==> config.mk <==
export PLATFORM = sky130hd
export DESIGN_NAME = cinstr_expand
export DESIGN_NICKNAME = d
export VERILOG_FILES = /design/src/rtl/cinstr_expand_pkg.sv /design/src/rtl/cinstr_expand_ctrl.sv /design/src/rtl/cinstr_expand_dp.sv /design/src/rtl/cinstr_expand.sv
export SDC_FILE = /design/constraint.sdc
export NUM_CORES = 1
export LEC_CHECK = 0
export ABC_AREA = 1
export BUFFER_PORTS_ARGS = -buffer_cell sky130_fd_sc_hd__clkbuf_2
export CAP_MARGIN = 20
export CORE_AREA = 3 3 128 93
export DETAILED_ROUTE_END_ITERATION = 10
export DIE_AREA = 0 0 131 96
export GPL_ROUTABILITY_DRIVEN = 0
export MAX_ROUTING_LAYER = met4
export PLACE_DENSITY_LB_ADDON = 0.08
export SYNTH_ARGS = -nofsm -noshare
export SYNTH_HDL_FRONTEND = slang
export SYNTH_SLANG_ARGS = --single-unit
==> constraint.sdc <==
create_clock -name clk -period 0.8 [get_ports clk]
set_input_delay 0.16 -clock clk [delete_from_list [all_inputs] [get_ports clk]]
set_output_delay 0.16 -clock clk [all_outputs]
set_load 0.02 [all_outputs]
==> src/rtl/cinstr_expand_pkg.sv <==
package cinstr_expand_pkg;

  localparam int HALF_W   = 16;
  localparam int WORD_W   = 32;
  localparam int REG_W    = 5;
  localparam int CREG_W   = 3;
  localparam int CREG_BASE = 8;
  localparam int IMM_W    = 12;

  localparam logic [6:0] OPC_OPIMM  = 7'h13;
  localparam logic [6:0] OPC_OP     = 7'h33;
  localparam logic [6:0] OPC_LUI    = 7'h37;
  localparam logic [6:0] OPC_LOAD   = 7'h03;
  localparam logic [6:0] OPC_STORE  = 7'h23;
  localparam logic [6:0] OPC_BRANCH = 7'h63;
  localparam logic [6:0] OPC_JAL    = 7'h6F;
  localparam logic [6:0] OPC_JALR   = 7'h67;
  localparam logic [WORD_W-1:0] BREAK_WORD = 32'h0010_0073;

  localparam logic [REG_W-1:0] REG_ZERO = 5'd0;
  localparam logic [REG_W-1:0] REG_LINK = 5'd1;
  localparam logic [REG_W-1:0] REG_SP   = 5'd2;

  typedef enum logic [4:0] {
    OP_NONE, OP_ADDI4SPN, OP_LW, OP_SW, OP_ADDI, OP_JAL, OP_LI, OP_ADDI16SP,
    OP_LUI, OP_SRLI, OP_SRAI, OP_ANDI, OP_SUB, OP_XOR, OP_OR, OP_AND,
    OP_J, OP_BEQZ, OP_BNEZ, OP_SLLI, OP_LWSP, OP_MV, OP_JR, OP_ADD,
    OP_JALR, OP_EBREAK, OP_SWSP
  } cOp_e;

  typedef struct packed {
    logic take;
    logic bad;
    cOp_e op;
  } ctrlStrobe_t;

  function automatic logic [WORD_W-1:0] encI(logic [IMM_W-1:0] imm, logic [REG_W-1:0] rs1,
                                             logic [2:0] f3, logic [REG_W-1:0] rd, logic [6:0] opc);
    return {imm, rs1, f3, rd, opc};
  endfunction

  function automatic logic [WORD_W-1:0] encR(logic [6:0] f7, logic [REG_W-1:0] rs2, logic [REG_W-1:0] rs1,
                                             logic [2:0] f3, logic [REG_W-1:0] rd);
    return {f7, rs2, rs1, f3, rd, OPC_OP};
  endfunction

  function automatic logic [WORD_W-1:0] encS(logic [IMM_W-1:0] imm, logic [REG_W-1:0] rs2,
                                             logic [REG_W-1:0] rs1);
    return {imm[11:5], rs2, rs1, 3'b010, imm[4:0], OPC_STORE};
  endfunction

  function automatic logic [WORD_W-1:0] encB(logic [12:0] imm, logic [REG_W-1:0] rs1, logic [2:0] f3);
    return {imm[12], imm[10:5], REG_ZERO, rs1, f3, imm[4:1], imm[11], OPC_BRANCH};
  endfunction

  function automatic logic [WORD_W-1:0] encJ(logic [20:0] imm, logic [REG_W-1:0] rd);
    return {imm[20], imm[10:1], imm[11], imm[19:12], rd, OPC_JAL};
  endfunction

endpackage

==> src/rtl/cinstr_expand_ctrl.sv <==
module cinstr_expand_ctrl
  import cinstr_expand_pkg::*;
(
  input  logic              inValid,
  input  logic [HALF_W-1:0] half,
  output ctrlStrobe_t       strobe
);

  logic [2:0]       funct3;
  logic             bit12;
  logic [REG_W-1:0] rdFull;
  logic [REG_W-1:0] rs2Full;
  logic             immZero;
  cOp_e             op;
  logic             bad;

  assign funct3  = half[15:13];
  assign bit12   = half[12];
  assign rdFull  = half[11:7];
  assign rs2Full = half[6:2];
  assign immZero = ({bit12, half[6:2]} == 6'd0);

  always_comb begin
    op  = OP_NONE;
    bad = 1'b0;
    case (half[1:0])
      2'b00: begin
        case (funct3)
          3'b000: if (half[12:5] == 8'd0) bad = 1'b1; else op = OP_ADDI4SPN;
          3'b010: op = OP_LW;
          3'b110: op = OP_SW;
          default: bad = 1'b1;
        endcase
      end
      2'b01: begin
        case (funct3)
          3'b000: op = OP_ADDI;
          3'b001: op = OP_JAL;
          3'b010: if (rdFull == REG_ZERO) bad = 1'b1; else op = OP_LI;
          3'b011: begin
            if (rdFull == REG_SP) begin
              if (immZero) bad = 1'b1; else op = OP_ADDI16SP;
            end else if (rdFull == REG_ZERO || immZero) begin
              bad = 1'b1;
            end else begin
              op = OP_LUI;
            end
          end
          3'b100: begin
            case (half[11:10])
              2'b00: if (bit12) bad = 1'b1; else op = OP_SRLI;
              2'b01: if (bit12) bad = 1'b1; else op = OP_SRAI;
              2'b10: op = OP_ANDI;
              default: begin
                if (bit12) bad = 1'b1;
                else begin
                  case (half[6:5])
                    2'b00:   op = OP_SUB;
                    2'b01:   op = OP_XOR;
                    2'b10:   op = OP_OR;
                    default: op = OP_AND;
                  endcase
                end
              end
            endcase
          end
          3'b101: op = OP_J;
          3'b110: op = OP_BEQZ;
          default: op = OP_BNEZ;
        endcase
      end
      2'b10: begin
        case (funct3)
          3'b000: if (bit12 || rdFull == REG_ZERO) bad = 1'b1; else op = OP_SLLI;
          3'b010: op = OP_LWSP;
          3'b100: begin
            if (!bit12) begin
              op = (rs2Full != REG_ZERO) ? OP_MV : OP_JR;
            end else if (rs2Full != REG_ZERO) begin
              op = OP_ADD;
            end else if (rdFull != REG_ZERO) begin
              op = OP_JALR;
            end else begin
              op = OP_EBREAK;
            end
          end
          3'b110: op = OP_SWSP;
          default: bad = 1'b1;
        endcase
      end
      default: bad = 1'b1;
    endcase
  end

  assign strobe.take = inValid;
  assign strobe.bad  = bad;
  assign strobe.op   = bad ? OP_NONE : op;

  // Immediate checks on the decode result against raw halfword patterns
  always_comb begin
    if (half == '0) begin
      a_r11_zero_word_bad: assert (strobe.bad);
    end
    if (half[1:0] == 2'b11) begin
      a_r12_quadrant3_bad: assert (strobe.bad && strobe.op == OP_NONE);
    end
  end

endmodule

==> src/rtl/cinstr_expand_dp.sv <==
module cinstr_expand_dp
  import cinstr_expand_pkg::*;
(
  input  logic              clk,
  input  logic              rstN,
  input  logic [12:2]       fld,
  input  ctrlStrobe_t       strobe,
  output logic              outValid,
  output logic [WORD_W-1:0] outInstr,
  output logic              outIllegal
);

  logic [REG_W-1:0] rdFull, rs2Full, rdComp, rsComp;
  logic [IMM_W-1:0] immSpn, immWord, immLwsp, immSwsp, immSmall, immSp16;
  logic [19:0]      immUpper;
  logic [11:0]      offJ;
  logic [8:0]       offB;
  logic [20:0]      offJext;
  logic [12:0]      offBext;
  logic [4:0]       shamt;
  logic [WORD_W-1:0] wordNext;

  assign rdFull  = fld[11:7];
  assign rs2Full = fld[6:2];
  assign rdComp  = REG_W'(CREG_BASE) + REG_W'(fld[4:2]);
  assign rsComp  = REG_W'(CREG_BASE) + REG_W'(fld[9:7]);
  assign shamt   = fld[6:2];

  // Zero-extended, word-scaled offsets
  assign immSpn  = {2'b00, fld[10:7], fld[12:11], fld[5], fld[6], 2'b00};
  assign immWord = {5'd0, fld[5], fld[12:10], fld[6], 2'b00};
  assign immLwsp = {4'd0, fld[3:2], fld[12], fld[6:4], 2'b00};
  assign immSwsp = {4'd0, fld[8:7], fld[12:9], 2'b00};

  // Sign-extended immediates
  assign immSmall = {{6{fld[12]}}, fld[12], fld[6:2]};
  assign immUpper = {{14{fld[12]}}, fld[12], fld[6:2]};
  assign immSp16  = {{2{fld[12]}}, fld[12], fld[4:3], fld[5], fld[2], fld[6], 4'd0};
  assign offJ     = {fld[12], fld[8], fld[10:9], fld[6], fld[7], fld[2], fld[11], fld[5:3], 1'b0};
  assign offB     = {fld[12], fld[6:5], fld[2], fld[11:10], fld[4:3], 1'b0};
  assign offJext  = {{9{offJ[11]}}, offJ};
  assign offBext  = {{4{offB[8]}}, offB};

  always_comb begin
    wordNext = '0;
    case (strobe.op)
      OP_ADDI4SPN: wordNext = encI(immSpn, REG_SP, 3'b000, rdComp, OPC_OPIMM);
      OP_LW:       wordNext = encI(immWord, rsComp, 3'b010, rdComp, OPC_LOAD);
      OP_SW:       wordNext = encS(immWord, rdComp, rsComp);
      OP_ADDI:     wordNext = encI(immSmall, rdFull, 3'b000, rdFull, OPC_OPIMM);
      OP_JAL:      wordNext = encJ(offJext, REG_LINK);
      OP_LI:       wordNext = encI(immSmall, REG_ZERO, 3'b000, rdFull, OPC_OPIMM);
      OP_ADDI16SP: wordNext = encI(immSp16, REG_SP, 3'b000, REG_SP, OPC_OPIMM);
      OP_LUI:      wordNext = {immUpper, rdFull, OPC_LUI};
      OP_SRLI:     wordNext = encI({7'b0000000, shamt}, rsComp, 3'b101, rsComp, OPC_OPIMM);
      OP_SRAI:     wordNext = encI({7'b0100000, shamt}, rsComp, 3'b101, rsComp, OPC_OPIMM);
      OP_ANDI:     wordNext = encI(immSmall, rsComp, 3'b111, rsComp, OPC_OPIMM);
      OP_SUB:      wordNext = encR(7'b0100000, rdComp, rsComp, 3'b000, rsComp);
      OP_XOR:      wordNext = encR(7'b0000000, rdComp, rsComp, 3'b100, rsComp);
      OP_OR:       wordNext = encR(7'b0000000, rdComp, rsComp, 3'b110, rsComp);
      OP_AND:      wordNext = encR(7'b0000000, rdComp, rsComp, 3'b111, rsComp);
      OP_J:        wordNext = encJ(offJext, REG_ZERO);
      OP_BEQZ:     wordNext = encB(offBext, rsComp, 3'b000);
      OP_BNEZ:     wordNext = encB(offBext, rsComp, 3'b001);
      OP_SLLI:     wordNext = encI({7'b0000000, shamt}, rdFull, 3'b001, rdFull, OPC_OPIMM);
      OP_LWSP:     wordNext = encI(immLwsp, REG_SP, 3'b010, rdFull, OPC_LOAD);
      OP_MV:       wordNext = encR(7'b0000000, rs2Full, REG_ZERO, 3'b000, rdFull);
      OP_JR:       wordNext = encI(12'd0, rdFull, 3'b000, REG_ZERO, OPC_JALR);
      OP_ADD:      wordNext = encR(7'b0000000, rs2Full, rdFull, 3'b000, rdFull);
      OP_JALR:     wordNext = encI(12'd0, rdFull, 3'b000, REG_LINK, OPC_JALR);
      OP_EBREAK:   wordNext = BREAK_WORD;
      OP_SWSP:     wordNext = encS(immSwsp, rs2Full, REG_SP);
      default:     wordNext = '0;
    endcase
  end

  always_ff @(posedge clk or negedge rstN) begin
    if (!rstN) begin
      outValid   <= 1'b0;
      outIllegal <= 1'b0;
      outInstr   <= '0;
    end else begin
      outValid   <= strobe.take;
      outIllegal <= strobe.take & strobe.bad;
      outInstr   <= (strobe.take && !strobe.bad) ? wordNext : '0;
    end
  end

  a_r1_valid_rises: assert property (@(posedge clk) disable iff (!rstN)
    strobe.take |=> outValid);
  a_r1_valid_drops: assert property (@(posedge clk) disable iff (!rstN)
    !strobe.take |=> !outValid);
  a_r2_idle_quiet: assert property (@(posedge clk) disable iff (!rstN)
    !outValid |-> (outInstr == '0 && !outIllegal));
  a_r13_illegal_zero_word: assert property (@(posedge clk) disable iff (!rstN)
    outIllegal |-> outInstr == '0);
  a_r9_break_word: assert property (@(posedge clk) disable iff (!rstN)
    (strobe.take && strobe.op == OP_EBREAK) |=> (outInstr == BREAK_WORD && !outIllegal));

endmodule

==> src/rtl/cinstr_expand.sv <==
module cinstr_expand
  import cinstr_expand_pkg::*;
(
  input  logic              clk,
  input  logic              rstN,
  input  logic              inValid,
  input  logic [HALF_W-1:0] inHalf,
  output logic              outValid,
  output logic [WORD_W-1:0] outInstr,
  output logic              outIllegal
);

  ctrlStrobe_t strobe;

  cinstr_expand_ctrl u_ctrl (
    .inValid (inValid),
    .half    (inHalf),
    .strobe  (strobe)
  );

  cinstr_expand_dp u_dp (
    .clk        (clk),
    .rstN       (rstN),
    .fld        (inHalf[12:2]),
    .strobe     (strobe),
    .outValid   (outValid),
    .outInstr   (outInstr),
    .outIllegal (outIllegal)
  );

endmodule

# --- Yosys cells after proc, flatten, opt, wreduce, memory -nomap -nowiden ---
# Index checks and enable logic that the tools add are counted.
totals:
  reg_bits: 34
  input_bits: 19
  output_inout_bits: 34
  word_cells: 94
op_classes:
  add_sub_neg: 2
  eq_ne: 39
  muxes: 34
  bitwise: 1
  n_reduce_logical: 15
ops:
  columns: ["cell", "n"]
  rows:
  - ["$pmux 32 s26", 1]
  - ["$eq 5x5->1 const B", 11]
  - ["$pmux 5 s3", 3]
  - ["$eq 5x4->1 const B", 8]
  - ["$pmux 5 s7", 1]
  - ["$mux 32", 1]
  - ["$mux 5", 6]
  - ["$eq 5x3->1 const B", 4]
  - ["$pmux 5 s4", 1]
  - ["$eq 5x2->1 const B", 3]
  - ["$mux 4", 3]
  - ["$add 4x3->5 const A", 2]
  - ["$mux 1", 10]
  - ["$reduce_bool 5->1", 2]
  - ["$eq 3x3->1 const B", 3]
  - ["$logic_not 8->1", 1]
  - ["$eq 2x1->1 const B", 3]
  - ["$eq 2x2->1 const B", 3]
  - ["$eq 3x2->1 const B", 2]
  - ["$logic_not 2->1", 3]
  - ["$logic_not 6->1", 1]
  - ["$mux 3", 2]
  - ["$pmux 1 s3", 2]
  - ["$pmux 2 s3", 1]
  - ["other kinds (12)", 14]

# --- Longest topological paths before layout ---
# Gate-level depths: netlist (run 1).
depth:
  depth_word: 10
  depth_mapped: 20
  mapped_depth_nobuf: 20

# --- Cells and area by module ---
# A second synthesis (run 1) with hierarchy kept.
unflattened:
  hier_cells: 503
  hier_area_um2: 2895.3
modules_own_cells:
  columns: ["module", "n_inst", "cells_per_inst", "area_each_um2", "seq_area_each_um2"]
  rows:
  - ["cinstr_expand_dp", 1, 397, 2408.6, 825.8]
  - ["cinstr_expand_ctrl", 1, 106, 486.7, 0.0]

# --- Worst setup path before layout (run 1) ---
# OpenSTA, ideal clock, no wires.
synth_timing:
  path_kind: "input -> register"
  start: "input port inHalf[5]"
  end: "register u_dp.outInstr[11]"
  setup_ps: 132
  t_arrival_ps: 2030
  required_ps: 668
  path_slack_ps: -1362
  path_stages: 16
  n_path_buf: 0
  path_cell_list: "nor2_1 > nand2_1 > nor2_1 > ha_1 > o211ai_1 > nand2_1 > nand2_1 > nand2_1 > a21oi_4 > nor2_2 > nand2_1 > nand2_1 > nor2_1 > nand3_1 > nand2_1 > nor2_1"
synth_via:
  elab_chain_cells: 10
  elab_cells_between_ends: 59
  cone_classes: "eq/ne: 28; mux: 24; reduce/logical: 7"
synth_rtl:
  columns: ["item", "line", "rtl"]
  rows:
  - ["start: declaration", "cinstr_expand.sv:7", "input logic [HALF_W-1:0] inHalf,"]
  - ["$eq 2x2->1 (tied with other cells)", "cinstr_expand_ctrl.sv:57", "case (half[6:5])"]
  - ["$pmux 2 s3 / $logic_or 1x1->1 (equally long branches)", "cinstr_expand_ctrl.sv:57, cinstr_expand_ctrl.sv:43", null]
  - ["$mux 5 (tied with other cells)", "cinstr_expand_ctrl.sv:55", "if (bit12) bad = 1'b1;"]
  - ["$pmux 5 s3 (tied with other cells)", "cinstr_expand_ctrl.sv:50", "case (half[11:10])"]
  - ["$pmux 5 s7 / $pmux 1 s3 (equally long branches)", "cinstr_expand_ctrl.sv:36", "case (funct3)"]
  - ["$pmux 5 s3 / $pmux 1 s3 (equally long branches)", "cinstr_expand_ctrl.sv:26", "case (half[1:0])"]
  - ["$mux 5", "cinstr_expand_ctrl.sv:97", "assign strobe.op = bad ? OP_NONE : op;"]
  - ["$eq 5x5->1 (tied with other cells)", "cinstr_expand_dp.sv:46", "case (strobe.op)"]
  - ["$pmux 32 s26", "cinstr_expand_dp.sv:46", null]
  - ["$mux 32 (*)", "cinstr_expand_dp.sv:85", "outInstr <= (strobe.take && !strobe.bad) ? wordNext : '0;"]
  - ["end signal: assignment", "cinstr_expand_dp.sv:85", null]
  - ["end: declaration", "cinstr_expand_dp.sv:9", "output logic [WORD_W-1:0] outInstr,"]
# Every way passes the cells marked *; elsewhere a longest branch is shown, timed or not.

# --- Worst setup path after layout (run 1) ---
layout_timing:
  start: "input port inHalf[3]"
  end: "register u_dp.outInstr[24]"
layout_via:
  elab_chain_cells: 10
  elab_cells_between_ends: 49
  cone_classes: "add/sub: 1; eq/ne: 26; mux: 17; reduce/logical: 5"
layout_rtl:
  columns: ["item", "line", "rtl"]
  rows:
  - ["$logic_not 6->1", "cinstr_expand_ctrl.sv:21", "assign immZero = ({bit12, half[6:2]} == 6'd0);"]
  - ["$logic_or 1x1->1", "cinstr_expand_ctrl.sv:43", "end else if (rdFull == REG_ZERO || immZero) begin"]
  - ["$mux 4 / $mux 1 (equally long branches)", "cinstr_expand_ctrl.sv:43", null]
  - ["$mux 5 / $mux 1 (equally long branches)", "cinstr_expand_ctrl.sv:41", "if (rdFull == REG_SP) begin"]
  - ["$pmux 5 s7 / $pmux 1 s3 (equally long branches)", "cinstr_expand_ctrl.sv:36", null]
  - ["$pmux 5 s3 / $pmux 1 s3 (equally long branches)", "cinstr_expand_ctrl.sv:26", null]
  - ["$mux 5", "cinstr_expand_ctrl.sv:97", null]
  - ["$eq 5x5->1 (tied with other cells)", "cinstr_expand_dp.sv:46", null]
  - ["$pmux 32 s26", "cinstr_expand_dp.sv:46", null]
  - ["$mux 32 (*)", "cinstr_expand_dp.sv:85", null]
# Marks and branches as above.

==> results of run 1 <==
## metrics by stage
step,total power (uW),hold slack [ns]
detailed placement,3930,0.129
floorplan,2900,-0.136
global route,7300,0.115
finish,6960,0.103
CTS,6550,0.102
global placement,3940,0.130
## cell usage after synthesis
cell type,number,area [um^2]
sky130_fd_sc_hd__a21oi_1,27,135
sky130_fd_sc_hd__a21oi_2,1,8.76
sky130_fd_sc_hd__a21oi_4,1,16.3
sky130_fd_sc_hd__a31oi_1,3,18.8
sky130_fd_sc_hd__and3_1,1,6.26
sky130_fd_sc_hd__buf_2,6,30.0
sky130_fd_sc_hd__buf_4,1,7.51
sky130_fd_sc_hd__clkbuf_1,5,18.8
sky130_fd_sc_hd__dfrtp_1,33,826
sky130_fd_sc_hd__ha_1,2,25.0
sky130_fd_sc_hd__inv_1,32,120
sky130_fd_sc_hd__inv_2,18,67.6
sky130_fd_sc_hd__nand2_1,138,518
sky130_fd_sc_hd__nand2_2,9,56.3
sky130_fd_sc_hd__nand2_4,2,22.5
sky130_fd_sc_hd__nand3_1,52,260
sky130_fd_sc_hd__nand3_2,3,30.0
sky130_fd_sc_hd__nand3_4,1,17.5
sky130_fd_sc_hd__nand3b_1,3,22.5
sky130_fd_sc_hd__nand4_1,18,113
sky130_fd_sc_hd__nand4_2,1,12.5
sky130_fd_sc_hd__nor2_1,94,353
sky130_fd_sc_hd__nor2_2,7,43.8
sky130_fd_sc_hd__nor2_4,5,56.3
sky130_fd_sc_hd__nor3_1,4,20.0
sky130_fd_sc_hd__nor3_4,1,16.3
sky130_fd_sc_hd__nor3b_1,1,7.51
sky130_fd_sc_hd__o2111ai_1,1,8.76
sky130_fd_sc_hd__o211ai_1,2,15.0
sky130_fd_sc_hd__o21ai_0,12,60.1
sky130_fd_sc_hd__o21ai_1,16,80.1
sky130_fd_sc_hd__o221ai_1,1,8.76
## kinds of logic after synthesis
logic type	after synthesis
and+or+nand+nor	340
AOI/OAI and AO/OA	64
DFF	33
buffers and inverters	62
adders and majority gates	2
## area by class of cell
class	instances	area [um^2]	area share
clock buffers	7	143	0.0241
clock inverters	1	30.0	0.00508
inverters	50	195	0.0330
multi-input cells	406	2660	0.451
flip-flops and latches	33	826	0.140
well taps	153	191	0.0324
repair buffers	213	1860	0.315
## routing by layer
metal  vias up  global-route usage  routed length [um]
met2       201               0.323                6110
met5         -                   -                   0
met3        26              0.0410                1200
met1      2084               0.355                6800
li1       2065                   -                   -
met4         0              0.0300                 206
## cells in the final DEF, fill, tap and decap left out, drive strengths merged
master,netlist,final
o211ai,2,2
nor2,106,106
clkbuf,5,22
dlygate4sd3,0,2
o221ai,1,1
ha,2,2
inv,50,50
dfrtp,33,33
o21ai,28,28
nand4,19,19
o2111ai,1,1
nor3b,1,1
a31oi,3,3
nand3b,3,3
nor3,5,5
nand2,149,149
nand3,56,56
buf,7,196
a21oi,29,29
and3,1,1
bufinv,0,1
## critical path: cells and delay by family
family	cells	cell delay [ns]
AO/OA/AOI/OAI	1	0.16
adder cells (fa/ha/maj)	1	0.21
AND/OR/NAND/NOR	15	1.54
buffers and inverters	3	0.30
## repair_timing
item / in CTS / in global routing
buffers inserted: 20 / 12
endpoints found under the setup margin: 66 / 66
hold buffers: 2 / 0
pin swaps: 40 / 40
gates resized for setup: 79 / 198
hold endpoints to repair: 34 / 0
## sequential cells by signal (all words and copies together), names as in the netlist
register and flops:
u_dp.outValid 1, u_dp.outIllegal 1, u_dp.outInstr 31
## final timing paths
path                            from           endpoint  slack (ns)  depth (start not counted)
min                          inValid    u_dp.outIllegal        0.10                          3
max in group asynchronous       rstN  u_dp.outInstr[12]        0.25                          3
min in group asynchronous       rstN  u_dp.outInstr[15]        0.37                          3
max                        inHalf[3]  u_dp.outInstr[24]       -1.42                         20
## power groups by stage
stage	sequential, uW	combinational, uW	clock, uW
after floorplan	1930	977	0
after global routing	1810	3100	2390
after CTS	1780	2460	2300
after detailed placement	1810	2120	0
after global placement	1810	2130	0
final	1800	2910	2250
==> run_results.csv, run 1 <==
group,metric,value,unit
outcome,status,"complete, but fails checks",
outcome,violations_in_the_final_reports,"setup timing",
die,die_area,12600,um^2
power,p_sw,2380,uW
global_routing,grt_antenna_before_repair,0,
sta,max_freq,450,MHz
detailed_routing,firstDrtPassIters,5,
synthesis,syn_area_per_cell,5.99,um^2
worst_setup_path,critical_path_class,"input port to flip-flop",
global_routing,first_global_vias,4057,
sta,finalMaxSlewViolations,0,
power,leakage,0.00309,uW
flow_run,cap_viol_max_count,0,
power,vdd_ir_drop_max,0.873,mV
sta,setup-violations-final,66,
die,initial_core_util,0.277,
synthesis,share_of_synthesized_area_spent_on_multiplexers,0,
finish,utilization,0.545,
power,power.share.sequential,0.259,
worst_setup_path,required,0.97,ns
sta,hold_viol_final,0,
clocking,cts_made_buffers,5,
clocking,h_tree_depth_reported_by_cts,2,
detailed_routing,detail_route.drc_violations,0,
clocking,cts_root_buf,"sky130_fd_sc_hd__clkbuf_16",
synthesis,synthesis.area,3000,um^2
placement,dp_hpwl,11.0,mm
finish,final_cells,863,
synthesis,synthesis.instances,501,
power,cellInternalPower,4580,uW
placement,post-place-ws,-1.79,ns
sta,tightestPinTransition,0.430,ns
global_routing,global_route_wire_length_before_repair,21.9,mm
synthesis,synth.yosys.seq_area_share,0.275,
worst_setup_path,crit_path_top_delay_cell,"sky130_fd_sc_hd__ha_4",
die,chipHeight,96,um
power,clkPwrFrac,0.323,
synthesis,basic_gate_share_of_the_synthesized_area_counting_and_or_nand_and_nor_cells,0.518,
power,switching_share,0.342,
clocking,cts.sink_count,33,
min_path,hold_path_class,"input port to flip-flop",
worst_setup_path,worstPathArrival,2.39,ns
synthesis,post_synthesis_compound_gate_area_fraction,0.117,
detailed_routing,starting_drt_drc_count,387,
power,pwr-share-comb,0.418,
synthesis,postSynthNetCount,522,
detailed_routing,drt-vias-per-instance,5.07,
synthesis,postSynthRegisterBits,33,
power,cellPowerDensity,1180,nW/um^2
placement,placed_cells,822,
die,core.rowCount,32,
worst_setup_path,critPathMaxFanout,6,
synthesis,combinational_family_with_the_most_area_after_synthesis,"simple AND/OR/NAND/NOR gates",
detailed_routing,total_wirelength,14.3,mm
sta,worst_slack,-1.42,ns
detailed_routing,route.vias.total,4376,
synthesis,ys_warn_count,0,
clocking,clock_tree_from_tritoncts,"built",
finish,fin_area,5910,um^2
placement,placement.cell_area,4520,um^2
worst_setup_path,worst_setup_path_start_kind,"input port",
clocking,clk_transition_reported_paths,0.05,ns
finish,flow.area_growth_from_synthesis,96.9,%
detailed_routing,antenna_left,0,
placement,buffer_ports.inserted,52,
global_routing,globalRoute.totalOverflow,0,
synthesis,synth.lib_cells_used.distinct,32,
finish,num_antenna_cells,0,
global_routing,globalRouteTotalUtil,0.232,
finish,finish.net_count,730,
synthesis,synth-xor-area-share,0,
detailed_routing,wl_per_cell,16.6,um
sta,totalNegativeSetupSlack,-45.93,ns
die,die-width,131,um
sta,finalCritPeriodShare,2.78,
clocking,ctsLongestPathBuffers,2,
die,floorplan.io_pins,53,
global_routing,grt_start_max_net_pins,34,
worst_setup_path,crit_path_end_kind,"flip-flop",
finish,proportion_of_layout_cells_with_a_drive_suffix_above_1,0.532,
synthesis,synth-adder-area-share,0.00834,
worst_setup_path,critPathMaxStageDelay,0.21,ns
sta,rsz0062_at_grt,"true",
worst_setup_path,worst_path_cell_chain,"buf_8 > nor2_4 > nand2_2 > nor2_4 > ha_4 > o211ai_1 > nand2_1 > nand2_1 > nand2_2 > inv_2 > nand2_4 > nand2_8 > nor2_2 > buf_4 > nand3_1 > nand2_1 > nor2_1 > nand3_1 > nor2_2 > nor2_2",
sta,max-slew-margin-rel,0.713,
sta,period_needed,2.22,ns
finish,num-fill-cells,1014,
die,core-area,10900,um^2
Note: power is estimated with default switching activity, not from simulation.
==> run 2, diff against run 1 <==
Settings changed: MAX_ROUTING_LAYER met4 to default.
==> run 2 against run 1 <==
Net effect:
- the run still ends with setup timing left
- cell count fell by 0.12%
- sequential power barely moved
- fmax is 2.1% higher
- critical path depth fell by 2
- sequential cell count stayed put
- power shrank 0.36%
- final area increased by 0.19%
- sequential share of layout area hardly changed
- largest cell class unchanged
- clock power about the same
- utilization grew 0.10 points
- routed wire length increased by 0.49%
==> run_results.csv, run 2 (same netlist as run 1, synthesis figures left out) <==
group,metric,value,unit
outcome,status,"complete, but fails checks",
outcome,violations_in_the_final_reports,"setup timing",
sta,max-slew-margin-rel,0.717,
die,core-area,10900,um^2
worst_setup_path,critical_path_class,"input port to flip-flop",
global_routing,met1_usage,0.356,
worst_setup_path,worstPathArrival,2.34,ns
worst_setup_path,worst_path_cell_chain,"buf_8 > nor2_4 > nand2_2 > nor2_4 > ha_4 > o211ai_1 > nand2_1 > nand2_1 > nand2_2 > a21oi_4 > buf_12 > nor2_4 > nand3_4 > nand2_1 > o21ai_2 > inv_1 > nor2_1 > a21oi_1",
power,p_total,6940,uW
worst_setup_path,buffering_stage_count_on_the_worst_path_with_inverters_included,3,
placement,buffer_ports.inserted,52,
placement,dp_hpwl,11.0,mm
finish,mostFrequentLayoutCell,"sky130_fd_sc_hd__buf_4",
power,p_sw,2370,uW
power,cellPowerDensity,1170,nW/um^2
power,clkPwrFrac,0.324,
detailed_routing,wl_per_cell,16.7,um
clocking,ctsLongestPathBuffers,2,
worst_setup_path,worst_setup_path_start_kind,"input port",
worst_setup_path,crit_path_end_kind,"flip-flop",
global_routing,globalRoute.totalOverflow,0,
global_routing,groute.layer.met2.usage,0.323,
die,floorplan.io_pins,53,
finish,flow.area_growth_from_synthesis,97.3,%
finish,finish.net_count,729,
detailed_routing,firstDrtPassIters,5,
power,power.share.sequential,0.260,
sta,finalCritPeriodShare,2.72,
clocking,cts_made_buffers,5,
clocking,cts.sink_count,33,
sta,setup-violations-final,66,
die,core.rowCount,32,
finish,num-fill-cells,1010,
flow_run,cap_viol_max_count,0,
detailed_routing,drt-vias-per-instance,4.99,
worst_setup_path,crit_path_top_delay_cell,"sky130_fd_sc_hd__ha_4",
sta,max_freq,460,MHz
clocking,clk_transition_reported_paths,0.05,ns
global_routing,busiest_layer,"met1",
finish,final_cells,862,
sta,finalMaxSlewViolations,0,
clocking,cts_root_buf,"sky130_fd_sc_hd__clkbuf_16",
global_routing,grt_start_max_net_pins,34,
detailed_routing,starting_drt_drc_count,452,
power,leakage,0.00311,uW
sta,rsz0062_at_grt,"true",
sta,tightestPinTransition,0.424,ns
detailed_routing,total_wirelength,14.4,mm
finish,proportion_of_layout_cells_with_a_drive_suffix_above_1,0.542,
finish,top_register,"u_dp.outInstr",
die,initial_core_util,0.277,
global_routing,global_route_wire_length_before_repair,21.9,mm
power,pwr-share-comb,0.417,
clocking,h_tree_depth_reported_by_cts,2,
die,die_area,12600,um^2
die,chipHeight,96,um
sta,period_needed,2.18,ns
global_routing,first_global_vias,4054,
power,switching_share,0.342,
power,cellInternalPower,4560,uW
worst_setup_path,cpLargestDelayFamily,"simple AND/OR/NAND/NOR gates",
global_routing,grt_antenna_before_repair,0,
clocking,clock_tree_from_tritoncts,"built",
power,vdd_ir_drop_max,0.880,mV
finish,num_antenna_cells,0,
die,die-width,131,um
worst_setup_path,critPathMaxFanout,8,
finish,final_cell_mix,"sky130_fd_sc_hd__buf_4 (132), sky130_fd_sc_hd__nand2_1 (101), sky130_fd_sc_hd__nor2_1 (61)",
worst_setup_path,required,0.96,ns
detailed_routing,detail_route.drc_violations,0,
finish,top_regs,"u_dp.outInstr (31), u_dp.outIllegal (1), u_dp.outValid (1)",
sta,hold_viol_final,0,
detailed_routing,route.vias.total,4299,
global_routing,globalRouteMet3Util,0.0416,
placement,placed_cells,822,
global_routing,globalRouteTotalUtil,0.226,
worst_setup_path,critPathMaxStageDelay,0.21,ns
finish,largest_register_ff_count,31,
sta,worst_slack,-1.38,ns
detailed_routing,antenna_left,0,
min_path,hold_path_class,"input port to flip-flop",
## run 2: cell types whose count changed in the layout (fill, tap and decap cells not counted), sizes merged
cell    before  now
buf        196  194
clkbuf      22   23
## run 2: metrics by stage
step | instance area, um^2 | worst slack, ns | hold WS (ns) | TNS (ns) | util
global route | 5920 | -1.51 | 0.115 | -49.97 | 0.546
global placement | 4520 | -1.81 | 0.130 | -54.40 | 0.417
finish | 5920 | -1.38 | 0.105 | -45.81 | 0.546
detailed placement | 4520 | -1.79 | 0.129 | -54.21 | 0.417
CTS | 5210 | -1.33 | 0.102 | -45.03 | 0.480
floorplan | 3120 | -1.27 | -0.136 | -38.35 | -
## run 2: final timing paths
| path | from | to | slack (ns) | cells past startpoint |
|---|---|---|---|---|
| min in group asynchronous | rstN | u_dp.outInstr[15] | 0.37 | 3 |
| hold / removal | inValid | u_dp.outIllegal | 0.10 | 3 |
| setup / recovery | inHalf[3] | u_dp.outInstr[25] | -1.38 | 18 |
| max in group asynchronous | rstN | u_dp.outInstr[12] | 0.25 | 3 |
## run 2: per-layer routing
metal	routed length, um	vias to the layer above
met5	0	-
met4	229	0
met3	1240	32
met2	6080	194
met1	6830	2015
li1	-	2058
## run 2: area by class of cell
type / instances / area [um^2] / area share
clock buffer: 7 / 143 / 0.0241
sequential: 33 / 826 / 0.139
inverter: 50 / 195 / 0.0330
multi-input combinational: 406 / 2690 / 0.454
clock inverter: 1 / 30.0 / 0.00507
tap: 153 / 191 / 0.0323
timing repair buffer: 212 / 1850 / 0.312
## run 2: timing repair
action                                  in CTS  in global routing
setup buffers                               20                 11
gates resized for setup                     79                202
endpoints found under the hold margin       34                  0
pin swaps                                   40                 46
gates cloned                                 0                  0
endpoints found under the setup margin      66                 66
hold buffers                                 2                  0
## run 2: power groups by stage
stage / sequential, uW / combinational, uW / clock (uW)
after floorplan: 1930 / 977 / 0
after global placement: 1810 / 2130 / 0
after detailed placement: 1810 / 2120 / 0
after CTS: 1780 / 2460 / 2300
after global routing: 1810 / 3080 / 2390
final: 1800 / 2890 / 2250
